**src/rtl/irbuf_pkg.sv**
```systemverilog
package irbuf_pkg;
  typedef struct packed {
    logic push;     // store rxByte at write index
    logic pop;      // load oldest byte and advance read index
    logic readReq;  // any read strobe: rdData is updated
  } bufStrobe_t;
endpackage

```
**src/rtl/irbuf_ctrl.sv**
```systemverilog
module irbuf_ctrl
  import irbuf_pkg::*;
#(
  parameter int DEPTH = 8,
  parameter int CNT_W = 5
) (
  input  logic             clk,
  input  logic             rstN,
  input  logic             rxBusy,
  input  logic             rxPush,
  input  logic             rdStrobe,
  input  logic             ovrClear,
  output bufStrobe_t       strobes,
  output logic [CNT_W-1:0] byteCount,
  output logic             overrun
);
  localparam logic [CNT_W-1:0] FULL = CNT_W'(DEPTH);

  logic isFull, isEmpty, pushOk, popOk, ovrSet;
  logic [CNT_W-1:0] countNext;

  assign isFull  = (byteCount == FULL);
  assign isEmpty = (byteCount == '0);
  assign pushOk  = rxPush && !isFull;
  assign popOk   = rdStrobe && !rxBusy && !isEmpty;
  assign ovrSet  = rxPush && isFull;

  always_comb begin
    strobes.push    = pushOk;
    strobes.pop     = popOk;
    strobes.readReq = rdStrobe;
  end

  always_comb begin
    countNext = byteCount;
    if (pushOk && !popOk) countNext = byteCount + CNT_W'(1);
    else if (popOk && !pushOk) countNext = byteCount - CNT_W'(1);
  end

  always_ff @(posedge clk or negedge rstN) begin
    if (!rstN) begin
      byteCount <= '0;
      overrun   <= 1'b0;
    end else begin
      byteCount <= countNext;
      if (ovrSet) overrun <= 1'b1;
      else if (ovrClear) overrun <= 1'b0;
    end
  end


  count_bound_chk: assert property (@(posedge clk) disable iff (!rstN)
    byteCount <= FULL);

  full_push_ovr_chk: assert property (@(posedge clk) disable iff (!rstN)
    (rxPush && byteCount == FULL) |=> overrun);

  ovr_sticky_chk: assert property (@(posedge clk) disable iff (!rstN)
    (overrun && !ovrClear) |=> overrun);

  busy_read_count_chk: assert property (@(posedge clk) disable iff (!rstN)
    (rdStrobe && rxBusy && !rxPush) |=> $stable(byteCount));
endmodule

```
**src/rtl/irbuf_datapath.sv**
```systemverilog
module irbuf_datapath
  import irbuf_pkg::*;
#(
  parameter int DATA_W = 8,
  parameter int DEPTH  = 8
) (
  input  logic              clk,
  input  logic              rstN,
  input  bufStrobe_t        strobes,
  input  logic [DATA_W-1:0] rxByte,
  output logic [DATA_W-1:0] rdData
);
  localparam int PTR_W = (DEPTH > 1) ? $clog2(DEPTH) : 1;
  localparam logic [PTR_W-1:0] LAST = PTR_W'(DEPTH - 1);

  logic [DATA_W-1:0] store [DEPTH];
  logic [PTR_W-1:0]  wrPtr, rdPtr;

  function automatic logic [PTR_W-1:0] bump(input logic [PTR_W-1:0] p);
    return (p == LAST) ? '0 : p + PTR_W'(1);
  endfunction

  always_ff @(posedge clk) begin
    if (strobes.push) store[wrPtr] <= rxByte;
  end

  always_ff @(posedge clk or negedge rstN) begin
    if (!rstN) begin
      wrPtr  <= '0;
      rdPtr  <= '0;
      rdData <= '0;
    end else begin
      if (strobes.push) wrPtr <= bump(wrPtr);
      if (strobes.pop)  rdPtr <= bump(rdPtr);
      if (strobes.readReq) rdData <= strobes.pop ? store[rdPtr] : '0;
    end
  end


  rd_hold_chk: assert property (@(posedge clk) disable iff (!rstN)
    !strobes.readReq |=> $stable(rdData));

  rd_ptr_still_chk: assert property (@(posedge clk) disable iff (!rstN)
    !strobes.pop |=> $stable(rdPtr));
endmodule

```
**src/rtl/ir_byte_buffer.sv**
```systemverilog
module ir_byte_buffer
  import irbuf_pkg::*;
#(
  parameter int DATA_W = 8,
  parameter int DEPTH  = 8,
  parameter int CNT_W  = 5
) (
  input  logic              clk,
  input  logic              rstN,
  input  logic              rxBusy,
  input  logic              rxPush,
  input  logic [DATA_W-1:0] rxByte,
  input  logic              rdStrobe,
  input  logic              ovrClear,
  output logic [DATA_W-1:0] rdData,
  output logic [CNT_W-1:0]  byteCount,
  output logic              overrun
);
  bufStrobe_t strobes;

  irbuf_ctrl #(.DEPTH(DEPTH), .CNT_W(CNT_W)) u_ctrl (
    .clk(clk), .rstN(rstN), .rxBusy(rxBusy), .rxPush(rxPush),
    .rdStrobe(rdStrobe), .ovrClear(ovrClear), .strobes(strobes),
    .byteCount(byteCount), .overrun(overrun)
  );

  irbuf_datapath #(.DATA_W(DATA_W), .DEPTH(DEPTH)) u_data (
    .clk(clk), .rstN(rstN), .strobes(strobes), .rxByte(rxByte),
    .rdData(rdData)
  );


  empty_read_zero_chk: assert property (@(posedge clk) disable iff (!rstN)
    (rdStrobe && byteCount == '0) |=> (rdData == '0));

  busy_read_zero_chk: assert property (@(posedge clk) disable iff (!rstN)
    (rdStrobe && rxBusy) |=> (rdData == '0));
endmodule

```
**config.mk**
```make
export PLATFORM = sky130hd
export DESIGN_NAME = ir_byte_buffer
export DESIGN_NICKNAME = d
export VERILOG_FILES = /design/src/rtl/irbuf_pkg.sv /design/src/rtl/irbuf_ctrl.sv /design/src/rtl/irbuf_datapath.sv /design/src/rtl/ir_byte_buffer.sv
export SDC_FILE = /design/constraint.sdc
export NUM_CORES = 1
export LEC_CHECK = 0
export CORE_UTILIZATION = 38
export DETAILED_ROUTE_END_ITERATION = 7
export SLEW_MARGIN = 20
export SYNTH_ARGS = -nofsm -noshare
export SYNTH_HDL_FRONTEND = slang
export SYNTH_SLANG_ARGS = --single-unit
```
**constraint.sdc**
```tcl
create_clock -name clk -period 5.85 [get_ports clk]
set_clock_uncertainty 0.15 [all_clocks]
set_input_delay 0.8775 -clock clk [delete_from_list [all_inputs] [get_ports clk]]
set_output_delay 0.8775 -clock clk [all_outputs]
set_load 0.01 [all_outputs]
```
==> results.json <==
{
  "status": "finished with violations",
  "violations": "DRC",
  "path_max_fanout": 13,
  "postSynthAreaPerCell_um2": 17.3,
  "pre_cts_ws_ns": 2.19,
  "grt_pass1_vias": 1863,
  "dieArea_mm2": 0.00959,
  "antenna_left": 0,
  "required_ns": 5.92,
  "max-slew-margin-rel": 0.365,
  "yosysWarnings": 0,
  "htreeDepth": 3,
  "wl_um": 6130,
  "ys.flop_type": "edfxtp_1",
  "first_pass_iters": 8,
  "wl_per_cell_um": 17.7,
  "synth_edf_count": 64,
  "rsz0062_at_grt": "no",
  "cts_resized": 0,
  "gp_congestion": 0.714,
  "core.rowCount": 34,
  "finalSetupViolCount": 0,
  "initialDrtViolationCount": 93,
  "yosysSeqAreaShare": 0.692,
  "r2r_setup_slack_ns": 2.74,
  "max-vdd-ir-drop_mv": 0.153,
  "setup.worst_path.start": "rdStrobe",
  "dieWidth_um": 98.0,
  "fin_crit_sh": 0.560,
  "cap_viol_max_count": 0,
  "layout.nets": 258,
  "cp_data_arrival_time_ns": 3.35,
  "post-dp-hpwl_um": 3990,
  "period_needed_ns": 3.28,
  "drive_above_1_share": 0.180,
  "syn_to_final_growth_pct": 16.3,
  "antenna_found_initial": 0,
  "io_pins": 28,
  "synthesis.nets": 226,
  "numPortBuffers": 27,
  "syn_inst": 202,
  "cts_sinks": 84,
  "max_freq_mhz": 305,
  "core_area_mm2": 0.00881,
  "tightest_slew_ns": 0.949,
  "cts_buffers": 9,
  "fin_total_pwr_mw": 1.92,
  "ys_types": 36,
  "rr_startpoint": "u_ctrl.byteCount[1]",
  "ys_async_sr_fraction": 0.238,
  "p_leak_nw": 1.44,
  "clockBufferDepth": 2,
  "placed_area_mm2": 0.00387,
  "start_kind": "primary input",
  "synth_area_mm2": 0.00350,
  "vias": 1776,
  "hold_viol": 0,
  "cts_hold_buf": 0,
  "drcViolationCount": 6,
  "dp.cells": 331,
  "tritoncts": "yes",
  "drv_slew": 0,
  "hold_path_class": "flip-flop to flip-flop",
  "r2r-end": "u_ctrl.byteCount[4]",
  "overflow": 0,
  "ff2ff_path_depth": 9,
  "finalSetupTns_ns": 0,
  "grt.total_usage": 0.144,
  "stdcell_area_mm2": 0.00407,
  "fp.dieH_um": 98.0,
  "fin_cells": 347,
  "start_util": 0.397,
  "clkTransAtPathRegs_ns": 0.09,
  "diodes": 0,
  "post-cts-setup-buffers": 0,
  "clock_latency_ns": 0.35,
  "ys_ff_latch": 84,
  "powerDensity_mw_per_mm2": 471,
  "crit_type": "primary input to flip-flop",
  "vias_per_cell": 5.12,
  "setup_ws_ns": 2.57,
  "endpoint": "u_ctrl.byteCount[4]",
  "clockRootBuffer": "clkbuf_8",
  "grt_max_degree": 21,
  "grt_pass1_wl_um": 10200,
  "cp-end-kind": "flip-flop",
  "n_fill_cell": 766
}
[registers in the layout, indices dropped and copies added, names as in the netlist]
name / cells
u_data.store: 64
u_data.rdData: 8
u_ctrl.byteCount: 5
u_data.rdPtr: 3
u_data.wrPtr: 3
u_ctrl.overrun: 1
[kinds of logic after synthesis]
logic type / share of synthesized area
mux: 0.135
simple gates: 0.0497
compound gates: 0.0454
buf+inv: 0.0318
fa+ha+maj: 0.0379
flops: 0.692
xor+xnor: 0.00751
[area by class of cell]
class	instances	area, um2	share of cell area
timing repair buffer	29	285	0.0701
inverter	15	56.3	0.0138
sequential	84	2420	0.595
clock buffer	10	128	0.0314
clock inverter	6	72.6	0.0178
multi-input combinational	95	970	0.238
tap	108	135	0.0332
[critical path, stage by stage]
cell	delay (ns)
clkdlybuf4s50_1	0.64
nor2b_1	0.26
o21ai_4	0.16
ha_1	0.30
inv_1	0.18
ha_1	0.27
nor2b_1	0.15
o21a_1	0.19
o2111ai_1	0.19
o311ai_0	0.14
[power by group]
group	internal, mW	total (mW)	switching (mW)
registers	0.770	0.885	0.116
logic	0.330	0.614	0.284
clock network	0.202	0.416	0.214
total	1.30	1.92	0.614
[synthesized netlist by cell type (3+ instances only)]
cell type,instances,share of area
nor2_1,6,0.0064
mux2i_1,9,0.026
edfxtp_1,64,0.55
o22ai_1,8,0.014
nor3_1,4,0.0057
buf_6,3,0.0097
ha_1,9,0.032
mux4_2,16,0.10
inv_1,14,0.015
dfrtp_1,20,0.14
nand2_1,9,0.0097
o21ai_0,5,0.0072
nand3_1,3,0.0043
nand2b_1,3,0.0054
[cell usage in the layout (no fill, tap or decap), types with 5 or more instances in the layout]
master / instances
edfxtp_1: 64
clkdlybuf4s50_1: 27
dfrtp_1: 20
mux4_2: 16
inv_1: 14
nand2_1: 9
mux2i_1: 9
ha_1: 9
clkbuf_8: 9
o22ai_1: 8
nor2_1: 6
o21ai_0: 5
[worst min path at each step]
| stage | from | end | slack, ns | depth (start not counted) |
|---|---|---|---|---|
| 2_1_floorplan | u_data.wrPtr[0] | u_data.wrPtr[0] | 0.37 | 2 |
| 5_1_grt | u_data.rdData[0] | u_data.rdData[0] | 0.41 | 2 |
| 3_5_place_dp | u_data.rdData[5] | u_data.rdData[5] | 0.37 | 2 |
| 3_3_place_gp | u_data.rdData[1] | u_data.rdData[1] | 0.37 | 2 |
| 6_report | u_data.rdData[3] | u_data.rdData[3] | 0.38 | 2 |
| 4_1_cts | u_data.rdData[5] | u_data.rdData[5] | 0.39 | 2 |
[per-stage QoR]
step | hold WS (ns) | utilization
floorplan | 0.368 | -
global placement | 0.367 | 0.439
detailed placement | 0.371 | 0.439
CTS | 0.385 | 0.462
global route | 0.407 | 0.462
finish | 0.379 | 0.462
[metal layers]
metal / share of wire / vias to the layer above / global-route usage
met5: 0 / - / 0
met4: 0.015 / 0 / 0.0524
met3: 0.034 / 8 / 0.0387
met2: 0.48 / 38 / 0.225
met1: 0.47 / 892 / 0.193
li1: - / 838 / -
(Power assumes the default switching activity.)
